### src/rtl/fetch_pkg.sv
// Package: fetch_pkg
// Shared widths and the packed layout of an instruction word.
// Assumes the opcode and the three selectors fill the whole word exactly.
package fetch_pkg;
    localparam int WORD_W = 32;
    localparam int OPC_W  = 17;
    localparam int SEL_W  = 5;
    localparam int OFS_W  = 2 * SEL_W;

    typedef struct packed {
        logic [OPC_W-1:0] opc;
        logic [SEL_W-1:0] dst;
        logic [SEL_W-1:0] srca;
        logic [SEL_W-1:0] srcb;
    } instr_t;
endpackage

### src/rtl/instr_reg.sv
// Module: instr_reg
// Instruction holding register. Loads din when load is high, otherwise holds.
// Assumes a synchronous active-low reset that clears it to zero.
module instr_reg #(
    parameter int W = fetch_pkg::WORD_W
) (
    input  logic         clk,
    input  logic         rst_n,
    input  logic         load,
    input  logic [W-1:0] din,
    output logic [W-1:0] q
);
    // Capture the memory word or keep the current instruction.
    always_ff @(posedge clk) begin
        if (!rst_n)
            q <= '0;
        else if (load)
            q <= din;
    end
endmodule

### src/rtl/offset_ext.sv
// Module: offset_ext
// Joins two selector fields (hi above lo) and sign-extends the result to OUT_W.
// Assumes OUT_W is not smaller than the joined width.
module offset_ext #(
    parameter int SEL_W = fetch_pkg::SEL_W,
    parameter int OUT_W = fetch_pkg::WORD_W
) (
    input  logic [SEL_W-1:0] hi,
    input  logic [SEL_W-1:0] lo,
    output logic [OUT_W-1:0] ofs
);
    localparam int JW  = 2 * SEL_W;
    localparam int PAD = OUT_W - JW;

    logic [JW-1:0] joined;

    // Replicate the top bit of the joined value above it.
    always_comb begin
        joined = {hi, lo};
        ofs    = {{PAD{joined[JW-1]}}, joined};
    end
endmodule

### src/rtl/prog_counter.sv
// Module: prog_counter
// Program counter. A jump adds ofs, a step adds one, and a jump wins over a step.
// With neither control high the count holds. Arithmetic wraps at W bits.
module prog_counter #(
    parameter int W = fetch_pkg::WORD_W
) (
    input  logic         clk,
    input  logic         rst_n,
    input  logic         step,
    input  logic         jump,
    input  logic [W-1:0] ofs,
    output logic [W-1:0] pc
);
    logic [W-1:0] pc_nxt;

    // Choose the next count by priority: jump, then step, then hold.
    always_comb begin
        if (jump)
            pc_nxt = pc + ofs;
        else if (step)
            pc_nxt = pc + W'(1);
        else
            pc_nxt = pc;
    end

    // Register the next count, or clear it under reset.
    always_ff @(posedge clk) begin
        if (!rst_n)
            pc <= '0;
        else
            pc <= pc_nxt;
    end
endmodule

### src/rtl/fetch_regs.sv
// Module: fetch_regs (top)
// Holds the program counter and the instruction register and splits the
// instruction into opcode and selector fields. The relative offset comes from
// the registered fields, so a same-cycle load does not affect that jump.
module fetch_regs (
    input  logic        clk,
    input  logic        rst_n,
    input  logic        ir_load,
    input  logic        pc_step,
    input  logic        pc_jump,
    input  logic [31:0] mem_rdata,
    output logic [31:0] pc_out,
    output logic [16:0] opcode,
    output logic [4:0]  dst_sel,
    output logic [4:0]  srca_sel,
    output logic [4:0]  srcb_sel
);
    import fetch_pkg::*;

    logic [WORD_W-1:0] ir_q;
    logic [WORD_W-1:0] ofs;
    instr_t            fld;

    instr_reg #(.W(WORD_W)) ir_i (
        .clk   (clk),
        .rst_n (rst_n),
        .load  (ir_load),
        .din   (mem_rdata),
        .q     (ir_q)
    );

    // View the stored word through the packed field layout.
    always_comb begin
        fld      = instr_t'(ir_q);
        opcode   = fld.opc;
        dst_sel  = fld.dst;
        srca_sel = fld.srca;
        srcb_sel = fld.srcb;
    end

    offset_ext #(.SEL_W(SEL_W), .OUT_W(WORD_W)) ext_i (
        .hi  (fld.dst),
        .lo  (fld.srcb),
        .ofs (ofs)
    );

    prog_counter #(.W(WORD_W)) pc_i (
        .clk   (clk),
        .rst_n (rst_n),
        .step  (pc_step),
        .jump  (pc_jump),
        .ofs   (ofs),
        .pc    (pc_out)
    );
endmodule

### config.mk
export PLATFORM = sky130hd
export DESIGN_NAME = fetch_regs
export DESIGN_NICKNAME = d
export VERILOG_FILES = /design/src/rtl/fetch_pkg.sv /design/src/rtl/instr_reg.sv /design/src/rtl/offset_ext.sv /design/src/rtl/prog_counter.sv /design/src/rtl/fetch_regs.sv
export SDC_FILE = /design/constraint.sdc
export NUM_CORES = 1
export LEC_CHECK = 0
export ABC_AREA = 1
export BUFFER_PORTS_ARGS = -buffer_cell sky130_fd_sc_hd__buf_2
export CELL_PAD_IN_SITES_DETAIL_PLACEMENT = 0
export CELL_PAD_IN_SITES_GLOBAL_PLACEMENT = 1
export CORE_MARGIN = 4
export CORE_UTILIZATION = 38
export DETAILED_ROUTE_END_ITERATION = 7
export PLACE_DENSITY_LB_ADDON = 0.1
export SETUP_SLACK_MARGIN = 0.02
export SLEW_MARGIN = 20
export SYNTH_ARGS = -nofsm -noshare
export SYNTH_HDL_FRONTEND = slang
export SYNTH_HIERARCHICAL = 1
export SYNTH_SLANG_ARGS = --single-unit
export TNS_END_PERCENT = 10
### constraint.sdc
create_clock -name clk -period 3.3 [get_ports clk]
set_clock_uncertainty 0.15 [all_clocks]
set_input_delay 0.825 -clock clk [delete_from_list [all_inputs] [get_ports clk]]
set_output_delay 0.825 -clock clk [all_outputs]
set_load 0.05 [all_outputs]
=== Yosys cells after proc, flatten, opt, wreduce, memory -nomap -nowiden ===
Index checks and enable logic that the tools add are counted.
W data, S select, Z words.

* Output and inout bits: 64
* Word-level logic and storage cells: 7
* Flip-flop bits (word level): 64

* Muxes and demuxes: 2
* Reduce and logical (&&, ||, !) cells: 1
* $add $sub $neg: 2

{| class="wikitable"
|+ Operators with widths
! cell !! count
|-
| $mux W32 || 2
|-
| $add A32 B1 Y32 const B || 1
|-
| $add A32 B32 Y32 || 1
|-
| $reduce_bool A2 Y1 || 1
|}

=== Longest topological paths before layout ===
* Depth after elaboration: 3
* Mapped depth: 19

=== Modules after synthesis ===
The synthesis kept the hierarchy.

{| class="wikitable"
|+ Modules (own cells, without submodules)
! module !! area each (µm²) !! seq. area each (µm²) !! times used !! cells each
|-
| prog_counter || 3,945.0 || 640.6 || 1 || 741
|-
| instr_reg || 1,335.0 || 640.6 || 1 || 202
|-
| offset_ext || 240.2 || 0.0 || 1 || 32
|}

=== Least setup slack after synthesis ===
OpenSTA, ideal clock, no wires.

* Kind: in2reg
* Start: in pc_jump
* End: reg pc_i.pc[20]
* Setup time: 109 ps
* Stages on the path: 15
* Data required time: 3,041 ps
* Path slack: 372 ps
* Path buffers: 2
* Arrival time: 2,669 ps
* Path through: buf_2 -> clkbuf_1 -> nand2_1 -> ha_1 -> fa_1 -> nand3_1 -> nand3_1 -> nand3_1 -> nand3_2 -> nand3_1 -> nand2_1 -> nand2_1 -> nand3_1 -> nand2_1 -> inv_1

* Cells in the longest elaborated chain, start to end: 1
* Elaborated cells on any way between the ends: 2

{| class="wikitable"
|+ RTL lines
! what !! line !! RTL
|-
| start, declared || fetch_regs.sv:10 || <nowiki>input logic pc_jump,</nowiki>
|-
| $mux W32 / $reduce_bool A2 Y1 (equally long branches) || n/a ||
|-
| end signal, assigned || prog_counter.sv:31 || <nowiki>pc <= pc_nxt;</nowiki>
|-
| end, declared || prog_counter.sv:12 || <nowiki>output logic [W-1:0] pc</nowiki>
|}

Several ways; a longest one is shown, not always the timed one.
A chain may end at the register's enable or synchronous reset.

=== Final worst setup path ===
* Start: in pc_jump
* End: reg pc_i.pc[27]

The elaborated chain is that of the path after synthesis.

==> flow_metrics.tcl <==
set metrics [dict create \
    total_power_uw 2750 \
    place_ws_ps 266 \
    synth-edff-count 0 \
    cts_tree "built" \
    io_pins 101 \
    area_delta_synth_final_pct 12.9 \
    synthCells 975 \
    vias 5309 \
    worstPathRequired_ps 3390 \
    grt.total_usage_pct 18.8 \
    cts_hold_buf 0 \
    port_buffers 100 \
    grt-ovfl-total 0 \
    viasPerCell 4.33 \
    fp.dieH_um 129 \
    hold_path_class "flip-flop to flip-flop" \
    place.gp.congestion 0.869 \
    fin_tns_setup_ps 0 \
    drt_iter0_drc 253 \
    synth_top_area_share_pct 23.2 \
    cts_resized 0 \
    grt_max_degree 65 \
    crit_fanout 22 \
    setup_viol_count_final 0 \
    maxSlewViolCount 0 \
    yosysSeqAreaShare_pct 23.2 \
    clock_sinks 64 \
    async_flop_share_pct 0 \
    drc 0 \
    yosys.area.top_type "dfxtp_1" \
    postCtsSetupBuffers 0 \
    status "finished clean" \
    dr.pass1.iters 4 \
    worstMarginPinSlew_ps 595 \
    cap_violations 0 \
    power_density_mw_per_mm2 441 \
    ant_nets 0 \
    synth.distinct_cells 31 \
    maxSlewHeadroom_pct 60.3 \
    ys_warn_count 6 \
    critical_path_class "input pin to flip-flop" \
    rows 43 \
    syn-num-nets 1044 \
    cts_root_buffer "clkbuf_16" \
    synth_seq_cells 64 \
    first_global_vias 5038 \
    core-area_mm2 0.0140 \
    max-vdd-ir-drop_uv 220 \
    die-area_mm2 0.0165 \
    hold_viol 0 \
    n_antenna_cell 0 \
    synth_area_leaders "dfxtp_1 23%, nand2_1 22%, inv_1 14%" \
    yosys_most_used_dff "dfxtp_1" \
    drive_gt1_share_pct 15.1 \
    post-route-period-util_pct 81.1 \
    fin_nets 1109 \
    avgRoutedWirePerCell_um 12.0 \
    rsz0062_at_grt "false" \
    clk_latency_ps 340 \
    antenna_found_initial 0 \
    cts_buffers 9 \
    fmax_mhz 373 \
    die_w_um 129 \
    finalWirelength_um 14700 \
    cp_data_arrival_time_ps 2770 \
    syn_area_mm2 0.00552 \
    worstSetupEndpointType "flip-flop" \
    initial_core_util_pct 39.3 \
    cts_buffer_depth 2 \
    cts_max_level 3 \
    grt_pass1_wl_um 25000 \
    fin_ws_ps 622 \
    hpwl_um 11300 \
    min_period_ps 2680 \
    fin_util_pct 44.4 \
    synth_area_per_cell_um2 5.66 \
    startpoint_type "input pin" \
    power_leakage_uw 0.00418 \
    path_clk_slew_ps 60 \
]
logic make-up after synthesis:
family	after synthesis	synth area share, %
AOI/OAI and AO/OA	45	4.51
xor gates and xnor gates	15	2.38
adders and majority gates	32	7.39
buffers and inverters	264	21.6
DFF	64	23.2
and+or+nand+nor	555	40.9
cell usage after synthesis, types with 2 or more instances:
library cell,n
nor2_2,6
nor2_1,163
a21oi_1,20
inv_1,207
a21oi_2,2
buf_4,33
nand3_2,5
o21ai_1,2
buf_2,7
o21bai_1,3
o21ai_0,16
buf_6,7
inv_2,2
clkbuf_1,5
ha_1,31
nand2_1,319
dfxtp_1,64
nor2_4,3
nor3_2,2
nand2_2,14
nand4_1,3
nand3_1,38
xor2_1,14
and2_1,2
where the power goes:
group | total (uW) | internal, uW | switching, uW
combinational | 789 | 223 | 566
clock | 1070 | 686 | 381
sequential | 893 | 842 | 51.3
critical path, stage by stage:
cell	delay (ps)
buf_2	130
buf_4	300
nand2_1	80
inv_1	60
ha_1	270
nand2_1	90
nand2_1	90
nand2_1	70
nand2_1	70
nand2_1	70
nand2_1	110
a21oi_1	270
nand2_1	90
nand2_1	60
nand3_1	60
nand2_1	70
inv_1	30
flip-flops by register name (all words and copies together) (netlist names):
register  flops
ir_i/q       32
pc_i/pc      32
metrics by stage:
step	area [um^2]	hold WS [ps]	std cells
2_1_floorplan	5520	539	975
3_3_place_gp	5910	301	1209
3_5_place_dp	5910	311	1209
4_1_cts	6230	320	1225
5_1_grt	6230	335	1225
6_report	6230	318	1225
path summary, 6_finish.rpt:
kind         startpoint           to  slack (ps)  cells past startpoint
max             pc_jump  pc_i/pc[27]         620                     17
min          ir_i/q[23]   ir_i/q[23]         320                      2
min reg2reg  ir_i/q[23]   ir_i/q[23]         320                      2
max reg2reg  ir_i/q[14]  pc_i/pc[27]         900                     16
layer usage:
metal  GRT usage, %  up-vias  wire length, um
met2           29.7      102             6330
li1               -     2946                -
met4           5.74        0              196
met3           4.15       12              810
met1           25.7     2249             7400
met5              0        -                0
layout make-up:
cell class	instances	area (um^2)
fillers	1627	7810
multi-input cells	647	3050
flip-flops and latches	64	1280
inverters	209	785
repair buffers	109	568
clock buffers	12	246
well taps	180	225
clock inverters	4	77.6
placed cells by master, fill, tap and decap left out:
cell type and count:
nor2_2 6, nand4_1 3, a21oi_1 20, nor2_1 163, and2_1 2, nand3_1 38
inv_2 2, nand2_1 319, bufinv_16 2, nor2_4 3, clkbuf_1 2, a21o_1 1
nand2_2 14, nor3_2 2, clkbuf_8 1, a21oi_2 2, buf_4 9, xor2_1 14
buf_2 100, xnor2_1 1, clkinv_4 2, ha_1 31, nand3_2 5, clkbuf_16 9
o21ai_0 16, dfxtp_1 64, o21bai_2 1, inv_1 207, o21bai_1 3, fa_1 1
o21ai_1 2
(Power assumes the default switching activity.)
